$ cat src/rtl/lsu_ctrl_pkg.sv
// Shared types for the load/store issue controller.
// Assumes: three read operands (base, index, store data) and two write
// ports (load data, effective address).
package lsu_ctrl_pkg;

    localparam int NUM_RD = 3;
    localparam int NUM_WR = 2;

    typedef enum logic [2:0] {
        PH_IDLE,
        PH_READ,
        PH_MREQ,
        PH_MRSP,
        PH_FIN
    } lsu_phase_e;

    typedef struct packed {
        logic is_store;
        logic indexed;
        logic update;
    } lsu_op_t;

endpackage

$ cat src/rtl/lsu_rd_collect.sv
// Operand collector: on start it raises a read request for each needed
// operand, captures the operand on its grant and clears that request one
// cycle later. Assumes a grant without a matching request is ignored.
module lsu_rd_collect #(
    parameter int NR   = 3,
    parameter int XLEN = 32
) (
    input  logic                     clk,
    input  logic                     rst_n,
    input  logic                     start,
    input  logic [NR-1:0]            need,
    input  logic [NR-1:0]            rd_go,
    input  logic [NR-1:0][XLEN-1:0]  rd_data,
    output logic [NR-1:0]            rd_req,
    output logic [NR-1:0][XLEN-1:0]  opnd,
    output logic                     all_done
);

    // Request flags and operand latches, one slot per operand.
    always_ff @(posedge clk) begin
        if (!rst_n) begin
            rd_req <= '0;
            opnd   <= '0;
        end else begin
            for (int i = 0; i < NR; i++) begin
                if (start) begin
                    rd_req[i] <= need[i];
                end else if (rd_req[i] && rd_go[i]) begin
                    rd_req[i] <= 1'b0;
                    opnd[i]   <= rd_data[i];
                end
            end
        end
    end

    // All requested operands have been captured.
    assign all_done = (rd_req == '0);

    for (genvar g = 0; g < NR; g++) begin : g_rd_chk
        AST_RD_DROP: assert property (@(posedge clk) disable iff (!rst_n)
            (rd_req[g] && rd_go[g] && !start) |=> !rd_req[g]);
    end

endmodule

$ cat src/rtl/lsu_wb_port.sv
// One register-file write request: raised by set and held until the
// one-cycle grant, then dropped. Assumes set and go never arrive together.
module lsu_wb_port (
    input  logic clk,
    input  logic rst_n,
    input  logic set,
    input  logic go,
    output logic req
);

    // Request flag: set by the sequencer, cleared by the grant.
    always_ff @(posedge clk) begin
        if (!rst_n) begin
            req <= 1'b0;
        end else if (set) begin
            req <= 1'b1;
        end else if (req && go) begin
            req <= 1'b0;
        end
    end

    AST_WR_DROP: assert property (@(posedge clk) disable iff (!rst_n)
        (req && go && !set) |=> !req);

    AST_WR_HOLD: assert property (@(posedge clk) disable iff (!rst_n)
        (req && !go) |=> req);

endmodule

$ cat src/rtl/lsu_agu.sv
// Effective-address adder: base plus index or base plus immediate,
// wrapping modulo 2^XLEN. Purely combinational.
module lsu_agu #(
    parameter int XLEN = 32
) (
    input  logic            indexed,
    input  logic [XLEN-1:0] base,
    input  logic [XLEN-1:0] index,
    input  logic [XLEN-1:0] imm,
    output logic [XLEN-1:0] ea
);

    // Offset select and add.
    always_comb begin
        ea = base + (indexed ? index : imm);
    end

endmodule

$ cat src/rtl/lsu_issue_ctrl.sv
// Load/store issue controller. It accepts one operation at a time and
// collects its operands. It forms the effective address and runs the
// memory valid/ready exchange. Load data and, if update is set, the
// effective address go back through two write-request ports. The address
// writeback is started with the memory request and runs independently of it.
// Assumes the memory port returns at most one response per load, and
// only after its request was accepted.
module lsu_issue_ctrl #(
    parameter int XLEN = 32
) (
    input  logic            clk,
    input  logic            rst_n,
    input  logic            issue_valid,
    input  logic            issue_is_store,
    input  logic            issue_indexed,
    input  logic            issue_update,
    input  logic [XLEN-1:0] issue_imm,
    output logic            busy,
    output logic [2:0]      rd_req,
    input  logic [2:0]      rd_go,
    input  logic [XLEN-1:0] rd_data0,
    input  logic [XLEN-1:0] rd_data1,
    input  logic [XLEN-1:0] rd_data2,
    output logic            mem_req_valid,
    input  logic            mem_req_ready,
    output logic [XLEN-1:0] mem_addr,
    output logic            mem_we,
    output logic [XLEN-1:0] mem_wdata,
    input  logic            mem_rsp_valid,
    input  logic [XLEN-1:0] mem_rsp_data,
    output logic [1:0]      wr_req,
    input  logic [1:0]      wr_go,
    output logic [XLEN-1:0] wr_data0,
    output logic [XLEN-1:0] addr_o
);
    import lsu_ctrl_pkg::*;

    lsu_phase_e phase;
    lsu_op_t    op_q;
    logic [XLEN-1:0] imm_q;
    logic [XLEN-1:0] ea_q;
    logic [XLEN-1:0] ld_q;
    logic [XLEN-1:0] ea_sum;

    logic                          accept;
    logic [NUM_RD-1:0]             need;
    logic [NUM_RD-1:0][XLEN-1:0]   rd_bus;
    logic [NUM_RD-1:0][XLEN-1:0]   opnd;
    logic                          rd_done;
    logic [NUM_WR-1:0]             wb_set;

    // Issue acceptance and operand-need decode from the issue fields.
    assign accept = (phase == PH_IDLE) && issue_valid;
    assign need   = {issue_is_store, issue_indexed, 1'b1};
    assign rd_bus = {rd_data2, rd_data1, rd_data0};

    lsu_rd_collect #(.NR(NUM_RD), .XLEN(XLEN)) u_rd (
        .clk      (clk),
        .rst_n    (rst_n),
        .start    (accept),
        .need     (need),
        .rd_go    (rd_go),
        .rd_data  (rd_bus),
        .rd_req   (rd_req),
        .opnd     (opnd),
        .all_done (rd_done)
    );

    lsu_agu #(.XLEN(XLEN)) u_agu (
        .indexed (op_q.indexed),
        .base    (opnd[0]),
        .index   (opnd[1]),
        .imm     (imm_q),
        .ea      (ea_sum)
    );

    // Write-port start events: load data on response, address on memory request.
    assign wb_set[0] = (phase == PH_MRSP) && mem_rsp_valid;
    assign wb_set[1] = (phase == PH_READ) && rd_done && op_q.update;

    for (genvar w = 0; w < NUM_WR; w++) begin : g_wb
        lsu_wb_port u_wb (
            .clk   (clk),
            .rst_n (rst_n),
            .set   (wb_set[w]),
            .go    (wr_go[w]),
            .req   (wr_req[w])
        );
    end

    // Phase sequencer with operation, address and load-data latches.
    always_ff @(posedge clk) begin
        if (!rst_n) begin
            phase <= PH_IDLE;
            op_q  <= '0;
            imm_q <= '0;
            ea_q  <= '0;
            ld_q  <= '0;
        end else begin
            case (phase)
                PH_IDLE: begin
                    if (issue_valid) begin
                        op_q  <= '{is_store: issue_is_store,
                                   indexed:  issue_indexed,
                                   update:   issue_update};
                        imm_q <= issue_imm;
                        phase <= PH_READ;
                    end
                end
                PH_READ: begin
                    if (rd_done) begin
                        ea_q  <= ea_sum;
                        phase <= PH_MREQ;
                    end
                end
                PH_MREQ: begin
                    if (mem_req_ready) begin
                        phase <= op_q.is_store ? PH_FIN : PH_MRSP;
                    end
                end
                PH_MRSP: begin
                    if (mem_rsp_valid) begin
                        ld_q  <= mem_rsp_data;
                        phase <= PH_FIN;
                    end
                end
                PH_FIN: begin
                    if (wr_req == '0) begin
                        phase <= PH_IDLE;
                    end
                end
                default: phase <= PH_IDLE;
            endcase
        end
    end

    // Output drive from the latched state.
    assign busy          = (phase != PH_IDLE);
    assign mem_req_valid = (phase == PH_MREQ);
    assign mem_addr      = ea_q;
    assign mem_we        = op_q.is_store;
    assign mem_wdata     = opnd[2];
    assign wr_data0      = ld_q;
    assign addr_o        = ea_q;

    AST_NO_RD2_LOAD: assert property (@(posedge clk) disable iff (!rst_n)
        (busy && !op_q.is_store) |-> !rd_req[2]);

    AST_NO_RD1_IMM: assert property (@(posedge clk) disable iff (!rst_n)
        (busy && !op_q.indexed) |-> !rd_req[1]);

    AST_NO_WR0_STORE: assert property (@(posedge clk) disable iff (!rst_n)
        (busy && op_q.is_store) |-> !wr_req[0]);

    AST_NO_WR1_NOUPD: assert property (@(posedge clk) disable iff (!rst_n)
        (busy && !op_q.update) |-> !wr_req[1]);

    AST_MEM_AFTER_RD: assert property (@(posedge clk) disable iff (!rst_n)
        mem_req_valid |-> (rd_req == '0));

    AST_MEM_HOLD: assert property (@(posedge clk) disable iff (!rst_n)
        (mem_req_valid && !mem_req_ready) |=> (mem_req_valid && $stable(mem_addr)));

    AST_IDLE_QUIET: assert property (@(posedge clk) disable iff (!rst_n)
        !busy |-> (wr_req == '0 && rd_req == '0 && !mem_req_valid));

    AST_BASE_REQ: assert property (@(posedge clk) disable iff (!rst_n)
        accept |=> rd_req[0]);

endmodule

$ cat config.mk
export PLATFORM = sky130hd
export DESIGN_NAME = lsu_issue_ctrl
export DESIGN_NICKNAME = d
export VERILOG_FILES = /design/src/rtl/lsu_ctrl_pkg.sv /design/src/rtl/lsu_rd_collect.sv /design/src/rtl/lsu_wb_port.sv /design/src/rtl/lsu_agu.sv /design/src/rtl/lsu_issue_ctrl.sv
export SDC_FILE = /design/constraint.sdc
export NUM_CORES = 1
export LEC_CHECK = 0
export BUFFER_PORTS_ARGS = -buffer_cell sky130_fd_sc_hd__clkbuf_2
export CAP_MARGIN = 10
export CORE_ASPECT_RATIO = 0.9
export CORE_MARGIN = 3
export CORE_UTILIZATION = 50
export CTS_BUF_LIST = sky130_fd_sc_hd__clkbuf_2 sky130_fd_sc_hd__clkbuf_4 sky130_fd_sc_hd__clkbuf_8
export CTS_CLUSTER_SIZE = 12
export DETAILED_ROUTE_END_ITERATION = 12
export PLACE_DENSITY = 0.85
export SLEW_MARGIN = 20
export SYNTH_ARGS = -nofsm -noshare
export SYNTH_HDL_FRONTEND = slang
export SYNTH_SLANG_ARGS = --single-unit
$ cat constraint.sdc
create_clock -name clk -period 9.03 [get_ports clk]
set_clock_uncertainty 0.2 [all_clocks]
set_input_delay 1.3545 -clock clk [delete_from_list [all_inputs] [get_ports clk]]
set_output_delay 1.3545 -clock clk [all_outputs]
set_load 0.02 [all_outputs]
==> impl_results.md, run 1 <==
- Worst-margin pin slew: 921.2 ps
- Starting Density: between 50% and 60%
- Endpoints failing hold: 0
- P&R area growth vs syn: 18.51%
- Wirelength per Cell: 16.08 um
- Number of max-cap violations: 0
- H-Tree Depth: 2
- Critical Path Start Type: flop
- PwrDens: between 150 and 200 nW/um^2
- Width of the die: 154.8 um
- Max-slew violations: 0
- Critical path class: flop to flop
- Num CTS Buffers: 34
- Final Cycle Share: 41.54%
- Final Total Pwr: 2.130 mW
- Die area: 21670 um^2
- Slew margin rel.: 38.37%
- Max FO, Critical Path: 33
- Syn avg cell area: 8.137 um^2
- Final period demand of the worst path: 3751 ps
- Outcome: complete, no violations
- Synth area leaders: dfxtp_1, nand2_1, a21boi_0, buf_4, ha_1
- Layout Cells excl Fill: 1707
- Cells along the critical path: mux2_2 -> ha_1 -> inv_1 -> fa_1 -> nand2b_1 -> a21o_1 -> a31o_1 -> o21ai_4 -> a41oi_2 -> or4_1 -> nand3_1
- Via count: just over 9000
- Design Area, Final: 11810 um^2
- Number of synthesized flops with an enable pin: 0
- Root buffer cell: clkbuf_8
- Number of global-route vias before repair: 9042
- Grt ovf: 0
- Num Clock Sinks: around 200
- Final setup viols: 0
- Leak Pwr: 5.029 nW
- DRC: 0
- Top-area cell type share of the netlist area: roughly 41%
- Post-Syn Nets: 1430
- Total GRT Usage: 24.69%
- Critical path endpoint category: flop
- CTS tree: yes
- Clk slew on worst S/H paths: 70 ps
- CP max-delay cell: dfxtp_2
- Min Hold Slack: 262.1 ps
- Detail Placement HPWL: about 20000 um
- PnR worst setup slack: 5279 ps
- Die H: 140.0 um
- Final antenna-violating net count: 0
- IO Pins: 309
- Synthesized area: 9968 um^2
- Required @ worst endpoint: 9270 ps
- Most used DFF post-synth: dfxtp_1
- Post-synthesis sequential area ratio: 40.77%
- Layout Nets: 1639
- Largest net degree at the start of global routing: 144
- Sum of negative setup slack: 0 ps
- Crit-path max cell delay: 900 ps
- Drt total wl: 27440 um
- Antenna violations before repair: 1
- Peak VDD IR: 0.0001323 V
- Core area: 19400 um^2
- CP arrival: ~4000 ps
- First-pass GRT wire length: between 40000 and 50000 um
- Iter 0 DRT Violations: 484
- DP Area: 11090 um^2
- Gpl congestion: 0.8791
- FMAX: 266.6 MHz
- Pre-CTS WS: just over 5000 ps
- Placed cells: 1647
- Clk buf depth: 3
- Skew-Pair Late Insertion Delay: approximately 500 ps
- Ys Warns: 0
- Drt pass-1 iters: 5
- Post-CTS Setup Repair Bufs: 0
- FP Rows: 48
- Asr flop ratio synth: 0%
- Synth Instances: about 1200
- Final core occ: 60.90%
- Hold Buf Count CTS: 0
- I/O Buffers: 308
- Synth area leader: dfxtp_1
- Yosys cell types: 59
- Hold Crit Class: flop to flop
- RSZ-0062 raised after global routing: no
- Ratio of cells with drive above 1 in the final layout: 28.64%
- Vias per cell: 5.305
- Post-CTS Resized: 0
- Number of synthesized register bits: 203
[worst max-delay path: cells and delay by family, from the launching register on]
kind,cells,cell delay [ps]
flip-flops,1,900
AO/OA/AOI/OAI,4,900
AND/OR/NAND/NOR,3,750
buffers and inverters,1,70
multiplexers,1,300
adder cells (fa/ha/maj),2,550
[cell usage after synthesis (2+ instances only)]
cell and count:
mux2_2 30, nand2_1 390, or4_1 4, a21boi_0 170, nor2_1 24, a41oi_2 2, and2_1 19, nand3_1 16
o221ai_1 2, a21o_1 10, inv_1 8, o21bai_1 3, nor3_1 7, nor2b_1 2, o211ai_1 7, xor2_1 13
clkbuf_1 71, and3_1 7, a21oi_1 36, o21ai_1 5, or2_2 2, buf_4 68, o31ai_1 3, ha_1 31
o22ai_1 2, xnor2_1 11, o2111ai_1 3, buf_2 2, nand4_1 5, dfxtp_1 203, nand2b_1 7, mux2i_1 2
o21ai_0 34
[flip-flops by register name (all words and copies together) (netlist names)]
register       count
u_rd.opnd         96
mem_we             1
g_wb.u_wb.req      2
addr_o            32
imm_q             32
op_q               2
phase              3
wr_data0          32
u_rd.rd_req        3
[placed cells by master, fill, tap and decap left out, types with 19 or more instances in the layout]
| master | n |
|---|---|
| clkbuf_8 | 43 |
| nand2_1 | 389 |
| mux2_2 | 30 |
| a21oi_1 | 36 |
| o21ai_0 | 34 |
| dfxtp_1 | 202 |
| a21boi_0 | 170 |
| clkbuf_2 | 307 |
| nor2_1 | 23 |
| and2_1 | 19 |
| ha_1 | 31 |
[power by group]
| part | internal, mW | switching, mW | total [mW] |
|---|---|---|---|
| clock network | 0.472 | 0.363 | 0.835 |
| registers | 0.937 | 0.0355 | 0.973 |
| logic | 0.125 | 0.197 | 0.322 |
| total | 1.53 | 0.595 | 2.13 |
[area by class of cell]
type / instances / area [um^2]
antenna: 1 / 2.502
clock buffer: 54 / 674.4
clock inverter: 4 / 22.52
fill: 1700 / 7585
inverter: 8 / 30.03
multi-input combinational: 872 / 5099
sequential: 203 / 4065
tap: 250 / 312.8
timing repair buffer: 315 / 1608
[layer usage]
metal | global-route usage, % | wire [um]
met5 | 0 | 0
met4 | 9.061 | 732
met3 | 5.437 | 1777
met2 | 41.20 | 13000
met1 | 31.51 | 11930
[final timing paths]
path                                  start     endpoint  slack [ps]  depth (start not counted)
worst max-delay path                op_q[1]   addr_o[24]        5280                         11
worst max register to register      op_q[1]   addr_o[24]        5280                         11
worst min-delay path            wr_data0[5]  wr_data0[5]         260                          2
worst min register to register  wr_data0[5]  wr_data0[5]         260                          2
[logic make-up (layout without fill, tap and decap cells)]
kind of cell | after synthesis | count (layout) | synth area share [%]
AO/OA/AOI/OAI | 292 | 292 | 20.67
XOR/XNOR | 24 | 24 | 2.109
adder cells (fa/ha/maj) | 32 | 32 | 4.092
buffers and inverters | 150 | 381 | 8.234
flip-flops | 203 | 203 | 40.77
multiplexers | 32 | 32 | 3.590
other | 0 | 1 | 0
AND/OR/NAND/NOR | 492 | 492 | 20.53
(Power assumes the default switching activity.)
==> run 2, diff against run 1 <==
==> constraint.sdc (replaced) <==
create_clock -name clk -period 3.9 [get_ports clk]
set_clock_uncertainty 0.2 [all_clocks]
set_input_delay 0.585 -clock clk [delete_from_list [all_inputs] [get_ports clk]]
set_output_delay 0.585 -clock clk [all_outputs]
set_load 0.02 [all_outputs]
==> impl_results.md, run 2 (synthesis gave the netlist of run 1 again) <==
- DRC: 0
- CTS tree: yes
- Filler cells: approximately 1700
- Commonest non-fill, non-tap cells in the layout: nand2_1, clkbuf_2, dfxtp_1, a21boi_0, clkbuf_8
- Ratio of cells with drive above 1 in the final layout: 29.01%
- Die area: roughly 22000 um^2
- Drt pass-1 iters: 5
- Min Hold Slack: 100.1 ps
- FMAX: between 200 and 300 MHz
- PnR worst setup slack: 436.3 ps
- Iter 0 DRT Violations: 468
- I/O Buffers: 308
- IO Pins: just over 300
- Root buffer cell: clkbuf_8
- Number of global-route vias before repair: 8935
- PwrDens: 427.8 nW/um^2
- Top Family by Delay on Critical Path: simple AND/OR/NAND/NOR gates
- Total GRT Usage: 24.45%
- Worst-margin pin slew: 927.5 ps
- Hold Buf Count CTS: 0
- Pre-CTS WS: 507.2 ps
- Design Area, Final: about 12000 um^2
- Core area: 19400 um^2
- CP arrival: 3710 ps
- H-Tree Depth: 2
- CP max-delay cell: dfxtp_2
- Worst path buffer plus inverter count: 1
- Leak Pwr: 5.096 nW
- Final Cycle Share: 88.81%
- Num Clock Sinks: 203
- Critical Path Start Type: flop
- Slew margin rel.: 38.13%
- Outcome: complete, no violations
- Clk slew on worst S/H paths: 60 ps
- DP Area: 11150 um^2
- Max-slew violations: 0
- Number of max-cap violations: 0
- Num CTS Buffers: 36
- Layout Nets: 1647
- Antenna violations before repair: 2
- Peak VDD IR: 0.0003585 V
- Final antenna-violating net count: 0
- Largest net degree at the start of global routing: 142
- Critical path endpoint category: flop
- Via count: approximately 9000
- Levels on crit path: 11
- Gpl congestion: 0.9283
- Width of the die: around 150 um
- Skew-Pair Late Insertion Delay: 510 ps
- Drt total wl: 27320 um
- Max reg flops: 96
- Post-CTS Setup Repair Bufs: 0
- Most flops, register: u_rd.opnd
- Endpoints failing hold: 0
- Required @ worst endpoint: 4140 ps
- Commonest non-fill, non-tap cell in the layout: nand2_1
- Starting Density: 51.39%
- Vias per cell: approximately 5.2
- Detail Placement HPWL: 19770 um
- First-pass GRT wire length: 43950 um
- Max FO, Critical Path: 21
- P&R area growth vs syn: 19.56%
- Cells along the critical path: mux2_2 -> ha_1 -> inv_1 -> fa_1 -> nand2b_1 -> a21o_1 -> a31o_1 -> o21ai_4 -> a221oi_2 -> or4b_1 -> nand3_1
- FP Rows: 48
- Final core occ: 61.44%
- Crit-path max cell delay: 660 ps
- Final setup viols: 0
- Clk buf depth: 3
- Die H: 140.0 um
- Reg2Reg Depth: 11
- Wirelength per Cell: 15.92 um
- Hold Crit Class: input pin to flop
- Final period demand of the worst path: roughly 3500 ps
- Critical path class: flop to flop
- Worst hold path depth: 3
- Grt ovf: 0
- Post-CTS Resized: 0
- Sum of negative setup slack: 0 ps
- RSZ-0062 raised after global routing: no
[run 2: per-layer routing]
layer	wire, um	vias up	global-route usage, %	share of wire, %
li1	-	4464	-	-
met1	11730	4130	31.73	43
met2	12630	342	39.71	46
met3	2152	65	5.931	7.9
met4	802	2	9.061	2.9
met5	7	-	0	0.026
[run 2: final cells by class]
type                       count  area, um^2  area share (%)
tap                          250       312.8           2.625
inverter                       8       30.03          0.2520
timing repair buffer         321        1654           13.88
antenna                        1       2.502         0.02100
clock buffer                  56       714.4           5.995
sequential                   203        4065           34.11
multi-input combinational    872        5089           42.70
clock inverter                 5       50.05          0.4199
[run 2: path summary, 6_finish.rpt]
kind                                   from       endpoint  slack, ps
worst min-delay path            rd_data1[8]  u_rd.opnd[40]        100
worst min register to register    imm_q[25]      imm_q[25]        260
worst max-delay path                op_q[1]     addr_o[30]        440
worst max register to register      op_q[1]     addr_o[30]        440
[run 2: where the power goes]
part	internal (mW)	switching, mW	total (mW)
Clock	1.23	0.867	2.09
Sequential	2.17	0.0777	2.25
Combinational	0.297	0.460	0.758
[run 2: worst min-delay path, stage by stage]
cell,delay (ps)
clkbuf_2,80
nand2_1,40
a21boi_0,60
[run 2: per-stage QoR]
step	total power, mW	cells
floorplan	2.788	1225
global placement	3.027	1654
detailed placement	3.046	1654
CTS	5.145	1715
global route	5.328	1716
finish	5.098	1716
==> run 3, diff against run 2 <==
--- a/config.mk
+++ b/config.mk
@@ -13,7 +13,7 @@
 export CTS_BUF_LIST = sky130_fd_sc_hd__clkbuf_2 sky130_fd_sc_hd__clkbuf_4 sky130_fd_sc_hd__clkbuf_8
 export CTS_CLUSTER_SIZE = 12
 export DETAILED_ROUTE_END_ITERATION = 12
-export PLACE_DENSITY = 0.85
+export PLACE_DENSITY_LB_ADDON = 0.08
 export SLEW_MARGIN = 20
 export SYNTH_ARGS = -nofsm -noshare
 export SYNTH_HDL_FRONTEND = slang
==> impl_results.md, run 3 (synthesis gave the netlist of run 1 again) <==
- Detail Placement HPWL: 20000 um
- Final setup viols: 0
- Sum of negative setup slack: 0 ps
- Endpoints failing hold: 0
- Pre-CTS WS: 687.1 ps
- Critical path class: flop to flop
- Die H: 140.0 um
- Final core occ: 61.43%
- FMAX: 308.4 MHz
- Internal: 3.656 mW
- Reg-to-Reg End: addr_o[26]
- Critical Path Start Type: flop
- PwrDens: 424.2 nW/um^2
- I/O Buffers: 308
- Worst R2R Start: op_q[1]
- Num CTS Buffers: 35
- Leak Pwr: 5.102 nW
- RSZ-0062 raised after global routing: no
- Commonest non-fill, non-tap cells in the layout: nand2_1, clkbuf_2, dfxtp_1, a21boi_0, clkbuf_8
- Worst hold path depth: 3
- Filler cells: 1846
- Required @ worst endpoint: 4160 ps
- Gpl congestion: between 0.8 and 0.9
- Die area: 21670 um^2
- Commonest non-fill, non-tap cell in the layout: nand2_1
- Starting Density: 51.39%
- Total GRT Usage: between 20% and 30%
- Clk slew on worst S/H paths: 60 ps
- Outcome: complete, no violations
- Antenna violations before repair: 0
- Max reg flops: 96
- P&R area growth vs syn: 19.54%
- Clock network power share: 40.5%
- Drt pass-1 iters: 5
- Width of the die: roughly 150 um
- Final antenna-violating net count: 0
- Reg2Reg Depth: 12
- CTS tree: yes
- Sw Share: roughly 28%
- Final Cycle Share: just over 80%
- Skew-Pair Late Insertion Delay: 520 ps
- Worst setup path startpoint: op_q[1]
- Grt ovf: 0
- Peak VDD IR: roughly 0.00027 V
- Iter 0 DRT Violations: just over 400
- Wirelength per Cell: 16.05 um
- Number of global-route vias before repair: 8360
- Critical path endpoint category: flop
- First-pass GRT wire length: 43260 um
- Min-delay src: mem_rsp_data[9]
- Most flops, register: u_rd.opnd
- Drt total wl: 27560 um
- Ratio of cells with drive above 1 in the final layout: 28.97%
- FP Rows: 48
- DRC: 0
- Logic pwr share: 15.2%
- Min Hold Slack: approximately 93 ps
- Final Total Pwr: 5.055 mW
- Largest net degree at the start of global routing: 120
- Hold Crit Endpoint: wr_data0[9]
- Number of max-cap violations: 0
- Slew margin rel.: 34.74%
- IO Pins: 309
- Post-CTS Resized: 0
- Post-CTS Setup Repair Bufs: 0
- Root buffer cell: clkbuf_8
- Switch Pwr: 1.399 mW
- Layout Nets: 1648
- Worst-margin pin slew: 978.4 ps
- Num Clock Sinks: 203
- Final period demand of the worst path: about 3200 ps
- CP arrival: 3500 ps
- R2R Setup Slk: 660 ps
- Clk buf depth: 3
- Vias per cell: 5.144
- Antenna Cells: 0
- Core area: between 15000 and 20000 um^2
- Max FO, Critical Path: 9
- Reg power frac: 44.3%
- PnR worst setup slack: 657.0 ps
- H-Tree Depth: 2
- Hold Buf Count CTS: 0
- Hold Crit Class: input pin to flop
- Max-slew violations: 0
- Via count: 8832
## run 3: cell count changes in the layout (fill, tap and decap cells not counted)
cell,before,now
clkbuf_4,9,8
buf_4,13,15
nand2_2,2,1
clkbuf_8,47,49
dfxtp_1,202,203
nand2_1,389,390
dfxtp_2,1,0
bufinv_16,1,0
diode_2,1,0
## run 3: worst max-delay path by stage
stage	to	slack (ps)	cells after the start
2_1_floorplan	addr_o[26]	560	13
3_3_place_gp	addr_o[26]	750	12
3_5_place_dp	addr_o[26]	690	12
4_1_cts	addr_o[26]	660	12
5_1_grt	addr_o[26]	490	12
6_report	addr_o[26]	660	12
## run 3: power groups by stage
| stage | Combinational (mW) | Clock, mW | Sequential, mW |
|---|---|---|---|
| floorplan | 0.497 | 0 | 2.29 |
| global placement | 0.762 | 0 | 2.28 |
| detailed placement | 0.767 | 0 | 2.28 |
| CTS | 0.771 | 2.10 | 2.24 |
| global route | 0.847 | 2.19 | 2.25 |
| finish | 0.768 | 2.05 | 2.24 |
## run 3: critical path, stage by stage (launching register included)
cell      delay, ps
dfxtp_1         320
buf_4           180
mux2_2          230
ha_1            180
inv_1            60
fa_1            370
nand2b_1        190
a21o_1          180
a31o_1          230
o21ai_4         240
a221oi_2        160
or4_1           540
nand3_1         100
## run 3: layer usage
layer	routed length, um	track usage (%)	vias to the layer above
met2	12030	37.43	309
li1	-	-	4473
met3	1926	5.375	58
met1	12810	34.12	3992
met4	786	8.411	0
met5	0	0	-
## run 3: final cells by class
type	instances	area [um^2]	share of cell area [%]
tap	250	312.8	2.625
clock inverter	4	20.02	0.1680
clock buffer	57	734.5	6.163
inverter	8	30.03	0.2520
timing repair buffer	323	1669	14.01
multi-input combinational	872	5086	42.68
sequential	203	4064	34.10
## run 3: through the flow
stage | std cells | cell area (um^2)
floorplan | 1225 | 9968
global placement | 1656 | 11160
detailed placement | 1656 | 11160
CTS | 1717 | 11920
global route | 1717 | 11920
finish | 1717 | 11920
